[config.mk]
export PLATFORM = sky130hd
export DESIGN_NAME = lsm_sequencer
export DESIGN_NICKNAME = d
export VERILOG_FILES = /design/src/rtl/lsm_pkg.sv /design/src/rtl/lsm_ctrl.sv /design/src/rtl/lsm_datapath.sv /design/src/rtl/lsm_sequencer.sv
export SDC_FILE = /design/constraint.sdc
export NUM_CORES = 1
export LEC_CHECK = 0
export BUFFER_PORTS_ARGS = -buffer_cell sky130_fd_sc_hd__buf_2
export CELL_PAD_IN_SITES_DETAIL_PLACEMENT = 0
export CELL_PAD_IN_SITES_GLOBAL_PLACEMENT = 1
export CORE_MARGIN = 3
export CORE_UTILIZATION = 22
export DETAILED_ROUTE_END_ITERATION = 12
export PLACE_DENSITY_LB_ADDON = 0.3
export SLEW_MARGIN = 5
export SYNTH_ARGS = -nofsm -noshare
export SYNTH_HDL_FRONTEND = slang
export SYNTH_SLANG_ARGS = --single-unit
[constraint.sdc]
create_clock -name clk -period 2.54 [get_ports clk]
set_input_delay 0 -clock clk [delete_from_list [all_inputs] [get_ports clk]]
set_output_delay 0 -clock clk [all_outputs]
set_load 0.005 [all_outputs]
[src/rtl/lsm_pkg.sv]
package lsm_pkg;

  localparam int REG_W    = 5;
  localparam int TBL_FIRST = 16;  // first of the contiguous run
  localparam int TBL_RUN   = 8;   // length of the contiguous run
  localparam int TBL_TAIL  = 30;  // entry after the run
  localparam int TBL_LEN   = TBL_RUN + 1;
  localparam int LINK_REG  = 31;

  typedef enum logic [1:0] {
    ST_IDLE,
    ST_REQ,
    ST_WAIT,
    ST_FIN
  } seqState_t;

  // strobes from control to datapath
  typedef struct packed {
    logic capture;  // latch a new command
    logic step;     // one transfer finished, move on
    logic wrback;   // load data arrives, write register file
  } seqStrobe_t;

  // number of table transfers a list field selects
  function automatic logic [3:0] tableCount(input logic [4:0] list);
    logic [3:0] n;
    n = list[3:0];
    return (n != 4'd0 && int'(n) <= TBL_LEN) ? n : 4'd0;
  endfunction

  // register index held in table position slot
  function automatic logic [REG_W-1:0] tableReg(input logic [3:0] slot);
    return (int'(slot) < TBL_RUN) ? REG_W'(TBL_FIRST + int'(slot)) : REG_W'(TBL_TAIL);
  endfunction

endpackage

[src/rtl/lsm_ctrl.sv]
module lsm_ctrl
  import lsm_pkg::*;
#(
  parameter int CNT_W = 4
) (
  input  logic             clk,
  input  logic             rstN,
  input  logic             cmdValid,
  input  logic [4:0]       cmdList,
  input  logic             memReady,
  input  logic             memRvalid,
  input  logic             modeLoad,
  output logic             busy,
  output logic             done,
  output logic             memReq,
  output logic [CNT_W-1:0] slot,
  output seqStrobe_t       strb
);

  seqState_t        stateQ, stateD;
  logic [CNT_W-1:0] slotQ, lastQ;
  logic [CNT_W-1:0] total;
  logic             accept, isLast;

  assign total  = CNT_W'(tableCount(cmdList)) + CNT_W'(cmdList[4]);
  assign accept = cmdValid && (stateQ == ST_IDLE);
  assign isLast = (slotQ == lastQ);

  always_comb begin
    strb.capture = accept;
    strb.wrback  = (stateQ == ST_WAIT) && memRvalid;
    strb.step    = ((stateQ == ST_REQ) && memReady && !modeLoad) || strb.wrback;
  end

  always_comb begin
    stateD = stateQ;
    unique case (stateQ)
      ST_IDLE: if (accept) stateD = (total == '0) ? ST_FIN : ST_REQ;
      ST_REQ: begin
        if (memReady) begin
          if (modeLoad)    stateD = ST_WAIT;
          else if (isLast) stateD = ST_FIN;
          else             stateD = ST_REQ;
        end
      end
      ST_WAIT: if (memRvalid) stateD = isLast ? ST_FIN : ST_REQ;
      ST_FIN:  stateD = ST_IDLE;
      default: stateD = ST_IDLE;
    endcase
  end

  always_ff @(posedge clk or negedge rstN) begin
    if (!rstN) begin
      stateQ <= ST_IDLE;
      slotQ  <= '0;
      lastQ  <= '0;
    end else begin
      stateQ <= stateD;
      if (strb.capture) begin
        slotQ <= '0;
        lastQ <= total - CNT_W'(1);
      end else if (strb.step) begin
        slotQ <= slotQ + CNT_W'(1);
      end
    end
  end

  assign busy   = (stateQ != ST_IDLE);
  assign done   = (stateQ == ST_FIN);
  assign memReq = (stateQ == ST_REQ);
  assign slot   = slotQ;

endmodule

[src/rtl/lsm_datapath.sv]
module lsm_datapath
  import lsm_pkg::*;
#(
  parameter int ADDR_W = 32,
  parameter int XLEN   = 64,
  parameter int CNT_W  = 4
) (
  input  logic              clk,
  input  logic              rstN,
  input  seqStrobe_t        strb,
  input  logic [CNT_W-1:0]  slot,
  input  logic              cmdLoad,
  input  logic              cmdDouble,
  input  logic [ADDR_W-1:0] cmdBase,
  input  logic [4:0]        cmdList,
  input  logic [XLEN-1:0]   memRdata,
  input  logic [XLEN-1:0]   rfRdata,
  output logic              modeLoad,
  output logic              memWrite,
  output logic              memSize,
  output logic [ADDR_W-1:0] memAddr,
  output logic [XLEN-1:0]   memWdata,
  output logic [REG_W-1:0]  rfRaddr,
  output logic              rfWe,
  output logic [REG_W-1:0]  rfWaddr,
  output logic [XLEN-1:0]   rfWdata
);

  localparam logic [ADDR_W-1:0] WORD_STEP = ADDR_W'(4);
  localparam logic [ADDR_W-1:0] DBL_STEP  = ADDR_W'(8);

  logic [ADDR_W-1:0] addrQ;
  logic              loadQ, dblQ;
  logic [3:0]        tblCntQ;
  logic [REG_W-1:0]  regIdx;
  logic [XLEN-1:0]   loadExt;

  always_ff @(posedge clk or negedge rstN) begin
    if (!rstN) begin
      addrQ   <= '0;
      loadQ   <= 1'b0;
      dblQ    <= 1'b0;
      tblCntQ <= '0;
    end else if (strb.capture) begin
      addrQ   <= cmdBase;
      loadQ   <= cmdLoad;
      dblQ    <= cmdDouble;
      tblCntQ <= tableCount(cmdList);
    end else if (strb.step) begin
      addrQ   <= addrQ + (dblQ ? DBL_STEP : WORD_STEP);
    end
  end

  // table entries first, link register after them
  always_comb begin
    if (4'(slot) < tblCntQ) regIdx = tableReg(4'(slot));
    else                     regIdx = REG_W'(LINK_REG);
  end

  generate
    if (XLEN > 32) begin : g_wide
      assign loadExt = dblQ ? memRdata : {{(XLEN-32){memRdata[31]}}, memRdata[31:0]};
    end else begin : g_narrow
      assign loadExt = memRdata;
    end
  endgenerate

  assign modeLoad = loadQ;
  assign memWrite = !loadQ;
  assign memSize  = dblQ;
  assign memAddr  = addrQ;
  assign memWdata = rfRdata;
  assign rfRaddr  = regIdx;
  assign rfWe     = strb.wrback;
  assign rfWaddr  = regIdx;
  assign rfWdata  = loadExt;

endmodule

[src/rtl/lsm_sequencer.sv]
module lsm_sequencer
  import lsm_pkg::*;
#(
  parameter int ADDR_W = 32,
  parameter int XLEN   = 64
) (
  input  logic              clk,
  input  logic              rstN,
  input  logic              cmdValid,
  input  logic              cmdLoad,
  input  logic              cmdDouble,
  input  logic [ADDR_W-1:0] cmdBase,
  input  logic [4:0]        cmdList,
  output logic              busy,
  output logic              done,
  output logic              memReq,
  output logic              memWrite,
  output logic              memSize,
  output logic [ADDR_W-1:0] memAddr,
  output logic [XLEN-1:0]   memWdata,
  input  logic              memReady,
  input  logic              memRvalid,
  input  logic [XLEN-1:0]   memRdata,
  output logic [4:0]        rfRaddr,
  input  logic [XLEN-1:0]   rfRdata,
  output logic              rfWe,
  output logic [4:0]        rfWaddr,
  output logic [XLEN-1:0]   rfWdata
);

  localparam int CNT_W = $clog2(TBL_LEN + 2);

  seqStrobe_t       strb;
  logic [CNT_W-1:0] slot;
  logic             modeLoad;

  lsm_ctrl #(.CNT_W(CNT_W)) u_ctrl (
    .clk(clk), .rstN(rstN), .cmdValid(cmdValid), .cmdList(cmdList),
    .memReady(memReady), .memRvalid(memRvalid), .modeLoad(modeLoad),
    .busy(busy), .done(done), .memReq(memReq), .slot(slot), .strb(strb)
  );

  lsm_datapath #(.ADDR_W(ADDR_W), .XLEN(XLEN), .CNT_W(CNT_W)) u_dp (
    .clk(clk), .rstN(rstN), .strb(strb), .slot(slot),
    .cmdLoad(cmdLoad), .cmdDouble(cmdDouble), .cmdBase(cmdBase), .cmdList(cmdList),
    .memRdata(memRdata), .rfRdata(rfRdata), .modeLoad(modeLoad),
    .memWrite(memWrite), .memSize(memSize), .memAddr(memAddr), .memWdata(memWdata),
    .rfRaddr(rfRaddr), .rfWe(rfWe), .rfWaddr(rfWaddr), .rfWdata(rfWdata)
  );

endmodule

==> run metrics <==
status=finished, final reports clean; Yosys top cell by area=dfrtp_1; final core utilization=27.3%; HP Start=memRdata[1]; max incr delay on CP=0.40 ns; Setup Fix Bufs, Post-CTS=0; Synth Cell Area=3790 sq um; Post-Synth Adder-Cell Area=3.49%; WS Path Type=reg -> reg; Max Freq=between 0.4 and 0.5 GHz; largest family of logic cells by synthesized area=simple AND/OR/NAND/NOR gates; gpl congestion=a little over 0.8; Top Ports=348; Clk pin slew, worst setup/hold paths=about 0.070 ns; top_reg_cell synth=dfrtp_1; Die ar.=around 19,000 sq um; final hold vios=0; Most Crowded Layer GR=met2; yosys warns=0; sequential area share after synthesis=31.7%; H-tree Lvls=2; Setup crit end kind=flip-flop; critical path's top delay family=adder cells; clk_skew=0.00481 ns; Cell Chain, Critical Path=inv_1 -> ha_1 -> inv_1 -> fa_1 -> nand3b_1 -> a211oi_2 -> buf_4 -> nand3_1 -> xor2_1 -> o21ai_0; count leader, synth=nand2_1; share of cells above drive strength 1=31.1%; starting DRC count in detailed routing=124; Core ar.=16,800 sq um; reg-to-reg setup timing slack=~0.22 ns; Root Driver=clkbuf_16; Num CTS Buffers=5; Slowest-stage cell, CP=dfrtp_1; Synth top cells by count=nand2_1, buf_4, dfrtp_1, o21ai_0, xor2_1; mux cell area share after synthesis=0.297%; number of remaining DRC errors=0; via count=between 3,000 and 4,000; IO Port Bufs=155; reg-to-reg endpoint=u_dp.memAddr[20]; register bit total from synthesis=between 40 and 50; Via density=about 4.3; pin count of the biggest net entering global routing=38; worst min path class=in -> out; CTS tree=built; Post-Route WL=between 10,000 and 15,000 um; Worst-Skew Late Latency=0.29 ns; Placed Cells incl. Taps=748; unrepaired setup endpoints after global routing=no; placed cell area=4100 sq um; Register Area=between 1000 and 1500 sq um; simple-gate share of the synthesized area=23.8%; height of the die=roughly 140 um; Critical Path AT=~2.5 ns; CP Launch Point=u_dp.memSize; area taken by multi-input logic gates=1720 sq um; hold endpoint=rfWdata[1]; Synth Instances=roughly 480; setup TNS=0 ns; Leakage Power=2.23 nW; deepest clock path buffer count=2; Initial Util=22.6%; # resized after CTS=0; slew margin rel.=34.5%; total track usage=12.6%; Synth Area in XOR/XNOR=between 8 and 9%; GR met3 Demand/Resource=roughly 3.7%; Critical Path Stages=10; Crit path buffers/inverters=3; synth unique cells=between 40 and 50; hpwl dp=10,100 um; Post-CTS Hold Buffers=33; Die Width=137 um; post-synth top area share=31.7%; router iterations before antenna repair=6; ys async rst share=100%; CP dominant cell by count=inv_1; max-cap viol count=0; Min Clock Period, post-route=about 2.3 ns; grt ovf=0; Final Cycle Share=91.5%; Startpoint Class=flip-flop; initial antenna violation count=0; Reg-to-Reg Start=u_dp.memSize; Compound-Gate Fraction of Synth Area=9.36%; Num Clock Sinks=48; vias in the first global route=3,369; grt met1 use=15.7%; endpoints failing setup=0; Req. time, crit path=2.74 ns; Worst VDD drop=0.371 mV; Min-Delay Path Depth=0; Area Growth Syn to Fin=20.6%; row count=47; Avg WL per Cell=about 16 um; GR Util met2=20.5%; diode count=0; first-pass GRT wire length=roughly 19,000 um; Final Max Tran Viols=0; post-route design area=4580 sq um; Synth area leaders=dfrtp_1, buf_4, nand2_1, xor2_1, o21ai_0; synthesized area per cell=7.86 sq um; antenna-violating nets left=0; Slew @ Worst Pin=roughly 0.98 ns; CP Max Fanout=8; worst r2r path cells=10; Non-Filler Instances=789; pwr/cell area=1020 nW/um^2; nets=750; number of synthesized flops with an enable pin=0; Fill cells=1,861
[per-layer routing]
layer | vias to the layer above | share of wire (%)
met2 | 127 | 46
met4 | 0 | 3.0
met5 | - | 0
met1 | 1563 | 43
li1 | 1642 | -
met3 | 50 | 7.6
[flip-flops by register name, indices dropped and copies added (netlist names)]
name / count
u_dp.tblCntQ: 4
u_dp.modeLoad: 1
u_ctrl.stateQ: 2
u_ctrl.lastQ: 4
u_ctrl.slot: 4
u_dp.memAddr: 32
u_dp.memSize: 1
[stage by stage]
| stage | hold slack, ns | total power, mW | worst slack (ns) |
|---|---|---|---|
| 2_1_floorplan | -0.296 | 3.00 | 0.162 |
| 3_3_place_gp | 0.0000346 | 4.01 | 0.293 |
| 3_5_place_dp | 0.0000346 | 4.03 | 0.246 |
| 4_1_cts | 0.0000346 | 4.79 | 0.218 |
| 5_1_grt | 0.00000796 | 5.12 | 0.0817 |
| 6_report | 0.00000143 | 4.67 | 0.216 |
[cell usage in the layout, fill, tap and decap left out, drive strengths merged, types with 2 or more instances in the layout]
| cell | instances |
|---|---|
| inv | 14 |
| a211oi | 3 |
| xor2 | 25 |
| buf | 163 |
| a21oi | 11 |
| xnor2 | 10 |
| dlygate4sd3 | 33 |
| nand2b | 2 |
| nor2 | 23 |
| a21o | 2 |
| nand4 | 9 |
| conb | 2 |
| a31oi | 3 |
| and2 | 4 |
| a2111oi | 2 |
| o21ai | 33 |
| or3 | 2 |
| o41ai | 2 |
| nand2 | 117 |
| nand3 | 17 |
| ha | 9 |
| clkbuf | 8 |
| dfrtp | 48 |
| nor3 | 6 |
| nor4 | 2 |
| and3 | 3 |
| nand3b | 3 |
| nor2b | 4 |
[logic make-up after synthesis]
family,after synthesis
other cells,1
fa+ha+maj,10
flops,48
buf+inv,133
simple gates,196
xor+xnor,35
compound gates,59
mux,1
[layout make-up]
type | count | area share [%]
Timing Repair Buffer | 196 | 25.8
Multi-Input combinational cell | 303 | 37.6
Tap cell | 220 | 6.02
Clock buffer | 8 | 3.20
Inverter | 14 | 1.15
Sequential cell | 48 | 26.3
[report_power, final]
part           switching (mW)  internal (mW)
Combinational            1.36           1.10
Sequential              0.414           1.12
Clock                   0.290          0.394
Total                    2.06           2.61
[worst max path at each step]
stage	slack, ns	endpoint
4_1_cts	0.22	u_dp.memAddr[20]
2_1_floorplan	0.16	u_dp.memAddr[12]
3_3_place_gp	0.29	u_dp.memAddr[14]
5_1_grt	0.08	u_dp.memAddr[20]
6_report	0.22	u_dp.memAddr[20]
3_5_place_dp	0.25	u_dp.memAddr[20]
No activity file was read; power rests on OpenSTA's default activity.
